[src/rtl/tod_pkg.sv]
package tod_pkg;
  localparam int unsigned ADDR_W = 5;
  localparam int unsigned DATA_W = 8;

  localparam logic [ADDR_W-1:0] AD_HSEC = 5'd0;
  localparam logic [ADDR_W-1:0] AD_HOUR = 5'd1;
  localparam logic [ADDR_W-1:0] AD_MIN  = 5'd2;
  localparam logic [ADDR_W-1:0] AD_SEC  = 5'd3;
  localparam logic [ADDR_W-1:0] AD_MON  = 5'd4;
  localparam logic [ADDR_W-1:0] AD_DAY  = 5'd5;
  localparam logic [ADDR_W-1:0] AD_YEAR = 5'd6;
  localparam logic [ADDR_W-1:0] AD_WDAY = 5'd7;
  localparam logic [ADDR_W-1:0] AD_CMD  = 5'd17;
  localparam logic [ADDR_W-1:0] CNT_SPAN = 5'd8;

  localparam logic [DATA_W-1:0] HSEC_LAST = 8'd99;
  localparam logic [DATA_W-1:0] SEC_LAST  = 8'd59;
  localparam logic [DATA_W-1:0] MIN_LAST  = 8'd59;
  localparam logic [DATA_W-1:0] HR24_LAST = 8'd23;
  localparam logic [6:0]        HR12_TOP  = 7'd12;
  localparam logic [6:0]        HR12_FLIP = 7'd11;
  localparam logic [DATA_W-1:0] MON_LAST  = 8'd12;
  localparam logic [DATA_W-1:0] YEAR_LAST = 8'd99;
  localparam logic [DATA_W-1:0] WDAY_LAST = 8'd6;
  localparam logic [DATA_W-1:0] TENTH_DIV = 8'd10;
  localparam logic [3:0]        CMD_RESET = 4'b0100;

  typedef struct packed {
    logic [DATA_W-1:0] hour;
    logic [DATA_W-1:0] minute;
    logic [DATA_W-1:0] second;
    logic [DATA_W-1:0] month;
    logic [DATA_W-1:0] day;
    logic [DATA_W-1:0] year;
    logic [DATA_W-1:0] wday;
  } snap_t;

  function automatic logic [DATA_W-1:0] month_len(input logic [DATA_W-1:0] mon,
                                                  input logic [DATA_W-1:0] yr);
    logic [DATA_W-1:0] len;
    case (mon)
      8'd2:                   len = (yr[1:0] == 2'b00) ? 8'd29 : 8'd28;
      8'd4, 8'd6, 8'd9, 8'd11: len = 8'd30;
      default:                len = 8'd31;
    endcase
    return len;
  endfunction
endpackage

[src/rtl/tod_prescaler.sv]
module tod_prescaler #(
  parameter int unsigned DIV_32K = 328,
  parameter int unsigned DIV_1M  = 10486,
  parameter int unsigned DIV_2M  = 20972,
  parameter int unsigned DIV_4M  = 41943
) (
  input  logic       clk,
  input  logic       rst_n,
  input  logic       run,
  input  logic [1:0] rate,
  input  logic       osc_tick,
  output logic       hs_tick
);
  localparam int unsigned MAX_A  = (DIV_32K > DIV_1M) ? DIV_32K : DIV_1M;
  localparam int unsigned MAX_B  = (DIV_2M > DIV_4M) ? DIV_2M : DIV_4M;
  localparam int unsigned MAXDIV = (MAX_A > MAX_B) ? MAX_A : MAX_B;
  localparam int unsigned CW     = $clog2(MAXDIV + 1);

  logic [CW-1:0] cnt;
  logic [CW-1:0] lim;
  logic          at_end;

  always_comb begin
    case (rate)
      2'd0:    lim = CW'(DIV_32K - 1);
      2'd1:    lim = CW'(DIV_1M - 1);
      2'd2:    lim = CW'(DIV_2M - 1);
      default: lim = CW'(DIV_4M - 1);
    endcase
  end

  assign at_end  = (cnt >= lim);
  assign hs_tick = run & osc_tick & at_end;

  always_ff @(posedge clk) begin
    if (!rst_n) begin
      cnt <= '0;
    end else if (run && osc_tick) begin
      cnt <= at_end ? '0 : cnt + 1'b1;
    end
  end

  AST_PRESCALE_HOLD: assert property (@(posedge clk) disable iff (!rst_n)
    !run |=> $stable(cnt));
  AST_PRESCALE_RESTART: assert property (@(posedge clk) disable iff (!rst_n)
    hs_tick |=> (cnt == '0));
endmodule

[src/rtl/tod_wrapcnt.sv]
module tod_wrapcnt #(
  parameter int unsigned W     = 8,
  parameter logic [W-1:0] FIRST = '0,
  parameter logic [W-1:0] LAST  = 8'd99
) (
  input  logic         clk,
  input  logic         rst_n,
  input  logic         inc,
  input  logic         ld,
  input  logic [W-1:0] ld_val,
  output logic [W-1:0] q,
  output logic         at_last
);
  assign at_last = (q >= LAST);

  always_ff @(posedge clk) begin
    if (!rst_n) begin
      q <= FIRST;
    end else if (ld) begin
      q <= ld_val;
    end else if (inc) begin
      q <= at_last ? FIRST : q + 1'b1;
    end
  end

  AST_WRAP_FIRST: assert property (@(posedge clk) disable iff (!rst_n)
    (inc && !ld && at_last) |=> (q == FIRST));
endmodule

[src/rtl/tod_timechain.sv]
module tod_timechain
  import tod_pkg::*;
(
  input  logic              clk,
  input  logic              rst_n,
  input  logic              tick,
  input  logic              fmt24,
  input  logic              ld_en,
  input  logic [ADDR_W-1:0] ld_addr,
  input  logic [DATA_W-1:0] ld_data,
  output logic [DATA_W-1:0] hsec,
  output logic [DATA_W-1:0] sec,
  output logic [DATA_W-1:0] minute,
  output logic [DATA_W-1:0] hour,
  output logic              tenth_c,
  output logic              sec_c,
  output logic              min_c,
  output logic              hour_c,
  output logic              day_c
);
  logic hs_last, se_last, mi_last;
  logic hr_last;
  logic [DATA_W-1:0] hour_nxt;

  tod_wrapcnt #(.W(DATA_W), .FIRST(8'd0), .LAST(HSEC_LAST)) u_hs (
    .clk(clk), .rst_n(rst_n), .inc(tick), .ld(ld_en && ld_addr == AD_HSEC),
    .ld_val(ld_data), .q(hsec), .at_last(hs_last));

  tod_wrapcnt #(.W(DATA_W), .FIRST(8'd0), .LAST(SEC_LAST)) u_se (
    .clk(clk), .rst_n(rst_n), .inc(sec_c), .ld(ld_en && ld_addr == AD_SEC),
    .ld_val(ld_data), .q(sec), .at_last(se_last));

  tod_wrapcnt #(.W(DATA_W), .FIRST(8'd0), .LAST(MIN_LAST)) u_mi (
    .clk(clk), .rst_n(rst_n), .inc(min_c), .ld(ld_en && ld_addr == AD_MIN),
    .ld_val(ld_data), .q(minute), .at_last(mi_last));

  assign tenth_c = tick && ((hsec % TENTH_DIV) == (TENTH_DIV - 8'd1));
  assign sec_c   = tick && hs_last;
  assign min_c   = sec_c && se_last;
  assign hour_c  = min_c && mi_last;
  assign hr_last = fmt24 ? (hour >= HR24_LAST) : (hour[7] && hour[6:0] == HR12_FLIP);
  assign day_c   = hour_c && hr_last;

  always_comb begin
    if (fmt24) begin
      hour_nxt = hr_last ? 8'd0 : hour + 8'd1;
    end else if (hour[6:0] == HR12_TOP) begin
      hour_nxt = {hour[7], 7'd1};
    end else if (hour[6:0] == HR12_FLIP) begin
      hour_nxt = {~hour[7], HR12_TOP};
    end else begin
      hour_nxt = {hour[7], 7'(hour[6:0] + 7'd1)};
    end
  end

  always_ff @(posedge clk) begin
    if (!rst_n) begin
      hour <= '0;
    end else if (ld_en && ld_addr == AD_HOUR) begin
      hour <= ld_data;
    end else if (hour_c) begin
      hour <= hour_nxt;
    end
  end

  AST_HOUR24_WRAP: assert property (@(posedge clk) disable iff (!rst_n)
    (hour_c && fmt24 && hour == HR24_LAST) |=> (hour == 8'd0));
  AST_PM_TOGGLE: assert property (@(posedge clk) disable iff (!rst_n)
    (hour_c && !fmt24 && hour[6:0] == HR12_FLIP) |=> (hour[7] != $past(hour[7]) && hour[6:0] == HR12_TOP));
  AST_TWELVE_TO_ONE: assert property (@(posedge clk) disable iff (!rst_n)
    (hour_c && !fmt24 && hour[6:0] == HR12_TOP) |=> (hour[6:0] == 7'd1));
endmodule

[src/rtl/tod_datechain.sv]
module tod_datechain
  import tod_pkg::*;
(
  input  logic              clk,
  input  logic              rst_n,
  input  logic              day_inc,
  input  logic              ld_en,
  input  logic [ADDR_W-1:0] ld_addr,
  input  logic [DATA_W-1:0] ld_data,
  output logic [DATA_W-1:0] day,
  output logic [DATA_W-1:0] month,
  output logic [DATA_W-1:0] year,
  output logic [DATA_W-1:0] wday
);
  logic [DATA_W-1:0] mlen;
  logic month_end, year_end;
  logic yr_last, wd_last;

  assign mlen      = month_len(month, year);
  assign month_end = day_inc && (day >= mlen);
  assign year_end  = month_end && (month >= MON_LAST);

  tod_wrapcnt #(.W(DATA_W), .FIRST(8'd0), .LAST(YEAR_LAST)) u_yr (
    .clk(clk), .rst_n(rst_n), .inc(year_end), .ld(ld_en && ld_addr == AD_YEAR),
    .ld_val(ld_data), .q(year), .at_last(yr_last));

  tod_wrapcnt #(.W(DATA_W), .FIRST(8'd0), .LAST(WDAY_LAST)) u_wd (
    .clk(clk), .rst_n(rst_n), .inc(day_inc), .ld(ld_en && ld_addr == AD_WDAY),
    .ld_val(ld_data), .q(wday), .at_last(wd_last));

  always_ff @(posedge clk) begin
    if (!rst_n) begin
      day <= 8'd1;
    end else if (ld_en && ld_addr == AD_DAY) begin
      day <= ld_data;
    end else if (day_inc) begin
      day <= month_end ? 8'd1 : day + 8'd1;
    end
  end

  always_ff @(posedge clk) begin
    if (!rst_n) begin
      month <= 8'd1;
    end else if (ld_en && ld_addr == AD_MON) begin
      month <= ld_data;
    end else if (month_end) begin
      month <= year_end ? 8'd1 : month + 8'd1;
    end
  end

  AST_LEAP_FEB: assert property (@(posedge clk) disable iff (!rst_n)
    (day_inc && !ld_en && month == 8'd2 && day == 8'd28 && year[1:0] == 2'b00) |=> (day == 8'd29));
  AST_YEAR_WRAP: assert property (@(posedge clk) disable iff (!rst_n)
    (day_inc && !ld_en && month == 8'd12 && day == 8'd31 && yr_last) |=> (year == 8'd0 && month == 8'd1));
  AST_WDAY_WRAP: assert property (@(posedge clk) disable iff (!rst_n)
    (day_inc && !ld_en && wd_last) |=> (wday == 8'd0));
endmodule

[src/rtl/tod_regport.sv]
module tod_regport
  import tod_pkg::*;
(
  input  logic              clk,
  input  logic              rst_n,
  input  logic              rd_en,
  input  logic              wr_en,
  input  logic [ADDR_W-1:0] addr,
  input  logic [DATA_W-1:0] wdata,
  input  logic [DATA_W-1:0] live_hsec,
  input  snap_t             live,
  output logic [DATA_W-1:0] rdata,
  output logic              run,
  output logic              fmt24,
  output logic [1:0]        rate
);
  snap_t             shadow;
  logic [3:0]        cmd;
  logic [DATA_W-1:0] rd_mux;
  logic              snap_now;

  assign run      = cmd[3];
  assign fmt24    = cmd[2];
  assign rate     = cmd[1:0];
  assign snap_now = rd_en && addr == AD_HSEC;

  always_comb begin
    case (addr)
      AD_HSEC: rd_mux = live_hsec;
      AD_HOUR: rd_mux = shadow.hour;
      AD_MIN:  rd_mux = shadow.minute;
      AD_SEC:  rd_mux = shadow.second;
      AD_MON:  rd_mux = shadow.month;
      AD_DAY:  rd_mux = shadow.day;
      AD_YEAR: rd_mux = shadow.year;
      AD_WDAY: rd_mux = shadow.wday;
      default: rd_mux = '0;
    endcase
  end

  always_ff @(posedge clk) begin
    if (!rst_n) begin
      shadow <= '{hour: 8'd0, minute: 8'd0, second: 8'd0, month: 8'd1,
                  day: 8'd1, year: 8'd0, wday: 8'd0};
      cmd    <= CMD_RESET;
      rdata  <= '0;
    end else begin
      if (snap_now) shadow <= live;
      if (wr_en && addr == AD_CMD) cmd <= wdata[3:0];
      if (rd_en) rdata <= rd_mux;
    end
  end

  AST_SHADOW_FROZEN: assert property (@(posedge clk) disable iff (!rst_n)
    !snap_now |=> $stable(shadow));
  AST_CMD_READS_ZERO: assert property (@(posedge clk) disable iff (!rst_n)
    (rd_en && addr == AD_CMD) |=> (rdata == '0));
endmodule

[src/rtl/tod_calendar.sv]
module tod_calendar
  import tod_pkg::*;
#(
  parameter int unsigned DIV_32K = 328,
  parameter int unsigned DIV_1M  = 10486,
  parameter int unsigned DIV_2M  = 20972,
  parameter int unsigned DIV_4M  = 41943
) (
  input  logic              clk,
  input  logic              rst_n,
  input  logic              osc_tick,
  input  logic [ADDR_W-1:0] reg_addr,
  input  logic              reg_wr,
  input  logic [DATA_W-1:0] reg_wdata,
  input  logic              reg_rd,
  output logic [DATA_W-1:0] reg_rdata,
  output logic              tenth_pulse,
  output logic              sec_pulse,
  output logic              min_pulse,
  output logic              hour_pulse,
  output logic              day_pulse
);
  logic run, fmt24;
  logic [1:0] rate;
  logic hs_tick, cnt_wr, eff_tick;
  logic tenth_c, sec_c, min_c, hour_c, day_c;
  logic [DATA_W-1:0] hsec, sec, minute, hour, day, month, year, wday;
  snap_t live;

  assign cnt_wr   = reg_wr && (reg_addr < CNT_SPAN);
  assign eff_tick = hs_tick && !cnt_wr;

  tod_prescaler #(.DIV_32K(DIV_32K), .DIV_1M(DIV_1M), .DIV_2M(DIV_2M), .DIV_4M(DIV_4M)) u_pre (
    .clk(clk), .rst_n(rst_n), .run(run), .rate(rate), .osc_tick(osc_tick), .hs_tick(hs_tick));

  tod_timechain u_time (
    .clk(clk), .rst_n(rst_n), .tick(eff_tick), .fmt24(fmt24),
    .ld_en(cnt_wr), .ld_addr(reg_addr), .ld_data(reg_wdata),
    .hsec(hsec), .sec(sec), .minute(minute), .hour(hour),
    .tenth_c(tenth_c), .sec_c(sec_c), .min_c(min_c), .hour_c(hour_c), .day_c(day_c));

  tod_datechain u_date (
    .clk(clk), .rst_n(rst_n), .day_inc(day_c),
    .ld_en(cnt_wr), .ld_addr(reg_addr), .ld_data(reg_wdata),
    .day(day), .month(month), .year(year), .wday(wday));

  assign live = '{hour: hour, minute: minute, second: sec, month: month,
                  day: day, year: year, wday: wday};

  tod_regport u_regs (
    .clk(clk), .rst_n(rst_n), .rd_en(reg_rd), .wr_en(reg_wr), .addr(reg_addr),
    .wdata(reg_wdata), .live_hsec(hsec), .live(live), .rdata(reg_rdata),
    .run(run), .fmt24(fmt24), .rate(rate));

  always_ff @(posedge clk) begin
    if (!rst_n) begin
      {tenth_pulse, sec_pulse, min_pulse, hour_pulse, day_pulse} <= '0;
    end else begin
      {tenth_pulse, sec_pulse, min_pulse, hour_pulse, day_pulse} <=
        {tenth_c, sec_c, min_c, hour_c, day_c};
    end
  end

  AST_PULSE_NEST: assert property (@(posedge clk) disable iff (!rst_n)
    (sec_pulse |-> tenth_pulse) and (day_pulse |-> hour_pulse));
  AST_STOP_FREEZE: assert property (@(posedge clk) disable iff (!rst_n)
    (!run && !cnt_wr) |=> ($stable(hsec) && $stable(day)));
  AST_WRITE_WINS: assert property (@(posedge clk) disable iff (!rst_n)
    (reg_wr && reg_addr == AD_HSEC) |=> (hsec == $past(reg_wdata)));
  AST_TICK_ADVANCES: assert property (@(posedge clk) disable iff (!rst_n)
    (eff_tick && hsec < HSEC_LAST) |=> (hsec == $past(hsec) + 8'd1));
endmodule

[config.mk]
export PLATFORM = sky130hd
export DESIGN_NAME = tod_calendar
export DESIGN_NICKNAME = d
export VERILOG_FILES = /design/src/rtl/tod_pkg.sv /design/src/rtl/tod_prescaler.sv /design/src/rtl/tod_wrapcnt.sv /design/src/rtl/tod_timechain.sv /design/src/rtl/tod_datechain.sv /design/src/rtl/tod_regport.sv /design/src/rtl/tod_calendar.sv
export SDC_FILE = /design/constraint.sdc
export NUM_CORES = 1
export LEC_CHECK = 0
export BUFFER_PORTS_ARGS = -buffer_cell sky130_fd_sc_hd__buf_2
export CELL_PAD_IN_SITES_DETAIL_PLACEMENT = 1
export CELL_PAD_IN_SITES_GLOBAL_PLACEMENT = 2
export CORE_MARGIN = 3
export CORE_UTILIZATION = 42
export DETAILED_ROUTE_END_ITERATION = 12
export PLACE_DENSITY_LB_ADDON = 0.1
export SETUP_SLACK_MARGIN = 0.3
export SLEW_MARGIN = 30
export SYNTH_ARGS = -nofsm -noshare
export SYNTH_HDL_FRONTEND = slang
export SYNTH_HIERARCHICAL = 1
export SYNTH_SLANG_ARGS = --single-unit
export TNS_END_PERCENT = 50
[constraint.sdc]
create_clock -name clk -period 11.57 [get_ports clk]
set_input_delay 1.7355 -clock clk [delete_from_list [all_inputs] [get_ports clk]]
set_output_delay 1.7355 -clock clk [all_outputs]
set_load 0.1 [all_outputs]
==> flow_summary.toml, run 1 <==
[sta]
setup_slack_ps = 6952
tightest_slew_ps = 934.1
finalCriticalPeriod_ps = 4618
rsz0062_at_grt = "no"
max_freq_mhz = 216.6
fin_worst_skew_ps = 13.96
holdWs_ps = 472.8
maxSlewViolCount = 0
setup_tns_ps = 0
hold_viol = 0
setup_viol = 0
slew_headroom_pct = 37.57
final.period_utilization_pct = 39.91

[routing]
first_iter_violations = 528
wire_per_inst_um = 21.94
wl_um = 29930
vias = 8433
dr.pass1.iters = 5
ant_nets = 0
avgViaCountPerCell = 6.183
drc = 0

[power_and_ir_drop]
sw_frac_of_total_pct = 26.20
comb_power_share_pct = 6.3
p_int_uw = 859.1
pwr-share-clk_pct = 47.4
power.density_nw_per_um2 = 117.0
p_switching_uw = 305.1
fin_total_pwr_uw = 1164
leakagePower_uw = 0.003550
peakVddDrop_uv = 75.06
p_seq_share_pct = 46.3

[global_route]
antenna_found_initial = 0
overflow = 0
grt_max_degree = 65
grt_pass1_wl_um = 47620
grtUsageTotal_pct = 25.04
grt_pass1_vias = 8285

[die]
initial_utilization_pct = 43.12
dieArea_um2 = 23590
io_pins = 31
rows = 53
die_h_um = 153.6
core_area_um2 = 21220
die_w_um = 153.6

[finish]
diodes = 0
area.growth.synth_to_final_pct = 8.751
layout_common_cells = "dfxtp_1 (153), a21oi_1 (107), o21ai_0 (99), nand3_1 (95), nand2_1 (49)"
nNetsFinal = 1127
drive_above_1_share_pct = 12.67
multi_input_area_um2 = 5622
n_fill_cell = 2558
seqCellArea_um2 = 3063
final_common_cell = "dfxtp_1"

[setup_path]
critical_path_required_ps = 11930
path_cells = "ha_1 -> inv_1 -> ha_1 -> nand3_1 -> a21oi_2 -> nand4_2 -> a21o_1 -> a31oi_1 -> nor2b_1 -> buf_4 -> nand4_1 -> nor2_1 -> buf_4 -> inv_1 -> a21oi_1 -> o21ai_1 -> inv_1 -> nor2b_1 -> mux2i_1 -> or3_1 -> a21oi_2"
cp_max_fo = 20
max_stage_delay_ps = 400
crit_top_cell = "inv_1"
worstSetupPathType = "reg2reg"
cp-start-kind = "flip-flop"
rrSetupSlack_ps = 6950
crit_path_end_kind = "flip-flop"
crit_slowest_cell = "dfxtp_1"
critical_path_arrival_ps = 4970

[cts]
htreeDepth = 4
ctsHoldBuffers = 0
post-cts-setup-buffers = 0
cts_root_buf = "clkbuf_16"
cts_resized = 0
cts_tree = "done"
clock_sinks = 153
cts.clk_slew.worst_paths_ps = 70
cts_buffer_depth = 2
cts_made_buffers = 17
insertion_delay_ps = 420

[placed_design]
routabilityCongestion = 0.8289
place.port_buffers = 30
dpl.hpwl_um = 19930
dpl_worst_slack_ps = 6705

[logic_synthesis]
syn_inst = 1085
syn_area_um2 = 9150
synth_warnings = 6
avgSynthCellArea_um2 = 8.433
synth_nets = 1136

[flow_run]
drv_cap = 0

[outcome]
status = "finished clean"

[worst_hold_path]
hp-class = "reg2reg"
## final timing paths
check / end / start / cells past startpoint
max: u_date/u_yr/q[4]$_SDFFE_PN0P_ / u_regs/cmd[1]$_SDFFE_PN0P_ / 21
min: u_regs/shadow[4]$_SDFFE_PN0P_ / u_regs/shadow[4]$_SDFFE_PN0P_ / 2
min reg2reg: u_regs/shadow[4]$_SDFFE_PN0P_ / u_regs/shadow[4]$_SDFFE_PN0P_ / 2
max reg2reg: u_date/u_yr/q[4]$_SDFFE_PN0P_ / u_regs/cmd[1]$_SDFFE_PN0P_ / 21
## flip-flops by register name (all words and copies together) (netlist names)
| register | flops |
|---|---|
| tenth_pulse | 1 |
| u_date/u_wd/q | 8 |
| min_pulse | 1 |
| u_regs/cmd | 4 |
| u_regs/shadow | 56 |
| u_pre/cnt | 16 |
| sec_pulse | 1 |
| u_date/month | 8 |
| day_pulse | 1 |
| hour_pulse | 1 |
| u_time/u_hs/q | 8 |
| u_regs/rdata | 8 |
| u_time/u_se/q | 8 |
| u_time/u_mi/q | 8 |
| u_date/day | 8 |
| u_date/u_yr/q | 8 |
| u_time/hour | 8 |
## layout make-up
cell class	count	share of cell area, %
clock inverters	13	1.308
inverters	35	1.320
well taps	275	3.458
multi-input cells	830	56.49
repair buffers	39	2.188
clock buffers	19	4.451
flip-flops and latches	153	30.78
## stage by stage
stage	cell area [um2]	std cells	util [%]
2_1_floorplan	9150	1085	-
3_3_place_gp	9343	1332	44.03
3_5_place_dp	9351	1332	44.07
4_1_cts	9925	1364	46.77
5_1_grt	9951	1364	46.89
6_report	9951	1364	46.89
## critical path: cells and delay by family, from the launching register on
| family | cells | cell delay, ps |
|---|---|---|
| and+or+nand+nor | 7 | 1460 |
| DFF | 1 | 400 |
| adders and majority gates | 2 | 590 |
| AOI/OAI and AO/OA | 6 | 920 |
| buffers and inverters | 5 | 1100 |
| muxes | 1 | 70 |
## metal layers
layer	GRT usage, %	vias to the layer above	share of wire, %
met4	5.467	0	1.5
li1	-	4021	-
met1	35.03	4240	48
met2	41.07	148	47
met5	0	-	0
met3	3.828	24	3.0
## power by group through the flow
stage                     logic [uW]  registers, uW  clock network [uW]
after floorplan                 45.2            548                   0
after global placement          71.4            551                   0
after detailed placement        72.5            551                   0
after CTS                       72.8            539                 567
after global routing            80.2            540                 589
final                           73.4            539                 551
Power figures use the tool's default switching activity.
==> run 2, diff against run 1 <==
--- a/config.mk
+++ b/config.mk
@@ -5,11 +5,12 @@
 export SDC_FILE = /design/constraint.sdc
 export NUM_CORES = 1
 export LEC_CHECK = 0
+export ABC_AREA = 1
 export BUFFER_PORTS_ARGS = -buffer_cell sky130_fd_sc_hd__buf_2
 export CELL_PAD_IN_SITES_DETAIL_PLACEMENT = 1
 export CELL_PAD_IN_SITES_GLOBAL_PLACEMENT = 2
 export CORE_MARGIN = 3
-export CORE_UTILIZATION = 42
+export CORE_UTILIZATION = 35
 export DETAILED_ROUTE_END_ITERATION = 12
 export PLACE_DENSITY_LB_ADDON = 0.1
 export SETUP_SLACK_MARGIN = 0.3
==> constraint.sdc (replaced) <==
create_clock -name clk -period 4.4 [get_ports clk]
set_input_delay 0.66 -clock clk [delete_from_list [all_inputs] [get_ports clk]]
set_output_delay 0.66 -clock clk [all_outputs]
set_load 0.1 [all_outputs]
==> flow_summary.toml, run 2 <==
[finish]
n_fill_cell = 3287
diodes = 0
area.growth.synth_to_final_pct = 12.79
nNetsFinal = 1425
top_regs = "u_regs/shadow (56), u_pre/cnt (16)"
final_common_cell = "nand2_1"
multi_input_area_um2 = 5144
largest_register = "u_regs/shadow"
fin_cells = 1717
largest_reg_flops = 56
drive_above_1_share_pct = 12.69
seqCellArea_um2 = 3064
layout_common_cells = "nand2_1 (288), nor2_1 (222), dfxtp_1 (152), inv_1 (146), o21ai_0 (81)"

[routing]
avgViaCountPerCell = 5.143
wire_per_inst_um = 17.00
dr.pass1.iters = 4
wl_um = 29190
ant_nets = 0
first_iter_violations = 486
vias = 8830
drc = 0

[logic_synthesis]
syn_area_um2 = 9021
synth_warnings = 6
synth_nets = 1395
avgSynthCellArea_um2 = 6.712
syn_inst = 1344

[die]
die_h_um = 166.5
io_pins = 31
initial_utilization_pct = 35.72
rows = 58
die_w_um = 166.5
core_area_um2 = 25250
dieArea_um2 = 27740

[setup_path]
crit_family = "simple AND/OR/NAND/NOR gates"
cp-start-kind = "flip-flop"
crit_slowest_cell = "dfxtp_1"
cp_max_fo = 7
max_stage_delay_ps = 340
critical_path_arrival_ps = 3950
crit_path_end_kind = "flip-flop"
crit_top_cell = "nand2_1"
critical_path_required_ps = 4650
critical_path_buf_inv_count = 7
worstSetupPathType = "reg2reg"

[power_and_ir_drop]
p_seq_share_pct = 44.0
sw_frac_of_total_pct = 25.79
p_switching_uw = 831.5
peakVddDrop_uv = 251.1
pwr-share-clk_pct = 49.7
power.density_nw_per_um2 = 316.9
comb_power_share_pct = 6.3
leakagePower_uw = 0.004445
p_int_uw = 2393

[global_route]
grt_pass1_wl_um = 48200
met2_usage_pct = 36.56
antenna_found_initial = 2
overflow = 0
grt_pass1_vias = 9071
use_met1_pct = 28.21
grt_max_degree = 57
grtUsageMet3_pct = 3.845
grtUsageTotal_pct = 21.36
gr-max-usage-layer = "met2"

[cts]
cts_made_buffers = 17
insertion_delay_ps = 430
cts_tree = "done"
ctsHoldBuffers = 0
cts_buffer_depth = 2
cts.clk_slew.worst_paths_ps = 70
clock_sinks = 153
htreeDepth = 4
cts_root_buf = "clkbuf_16"

[flow_run]
drv_cap = 0

[sta]
setup_tns_ps = 0
maxSlewViolCount = 0
tightest_slew_ps = 790.0
finalCriticalPeriod_ps = 3694
max_freq_mhz = 270.7
hold_viol = 0
final.period_utilization_pct = 83.96
slew_headroom_pct = 47.33
setup_viol = 0
fin_worst_skew_ps = 14.05
rsz0062_at_grt = "yes"

[outcome]
status = "finished clean"

[placed_design]
dpl.hpwl_um = 20900
place.port_buffers = 30
dpl.cell_count = 1680
routabilityCongestion = 0.8278

[worst_hold_path]
hp-class = "reg2reg"
## run 2: final timing paths
check,depth (start not counted),start,end,slack [ps]
max reg2reg,25,u_regs/cmd[0]$_SDFFE_PN0P_,u_date/day[0]$_SDFFE_PN1P_,710
max,25,u_regs/cmd[0]$_SDFFE_PN0P_,u_date/day[0]$_SDFFE_PN1P_,710
min,2,u_regs/rdata[3]$_SDFFE_PN0P_,u_regs/rdata[3]$_SDFFE_PN0P_,460
min reg2reg,2,u_regs/rdata[3]$_SDFFE_PN0P_,u_regs/rdata[3]$_SDFFE_PN0P_,460
## run 2: cell type report
class | count | area share [%]
Inverter | 165 | 6.185
Sequential cell | 153 | 30.12
Tap cell | 330 | 4.058
Timing Repair Buffer | 48 | 2.841
Clock buffer | 19 | 4.452
Clock inverter | 13 | 1.795
Multi-Input combinational cell | 989 | 50.55
## run 2: per-stage QoR
stage          hold WS (ps)  total power (uW)  instance area [um2]  setup WS [ps]  utilization (%)
2_1_floorplan         435.6              1574                 9026          365.0                -
3_3_place_gp          448.5              1654                 9480          724.3            37.54
3_5_place_dp          456.0              1656                 9483          513.0            37.55
4_1_cts               465.9              3273                10120          467.0            40.07
5_1_grt               487.3              3357                10170          264.0            40.29
6_report              462.9              3224                10170          705.8            40.29
## run 2: worst reg2reg max path: cells and delay by family, from the launching register on
kind,cells,cell delay [ps]
compound gates,3,590
fa+ha+maj,2,490
buf+inv,7,820
flops,1,340
simple gates,13,1290
## run 2: power by group through the flow
| stage | logic [uW] | registers [uW] | clock network, uW |
|---|---|---|---|
| floorplan | 127 | 1450 | 0 |
| detailed placement | 204 | 1450 | 0 |
| finish | 202 | 1420 | 1600 |
| CTS | 205 | 1420 | 1650 |
| global route | 228 | 1420 | 1710 |
| global placement | 202 | 1450 | 0 |
## run 2: timing repair
| item | 4_1_cts | 5_1_grt |
|---|---|---|
| setup endpoints to repair | 0 | 17 |
| setup buffers | 0 | 5 |
| resized for setup | 0 | 6 |
## run 2: per-layer routing
| layer | part of all wire [%] | vias up |
|---|---|---|
| li1 | - | 4462 |
| met1 | 48 | 4247 |
| met2 | 48 | 93 |
| met3 | 2.4 | 24 |
| met4 | 1.3 | 4 |
| met5 | 0.075 | - |
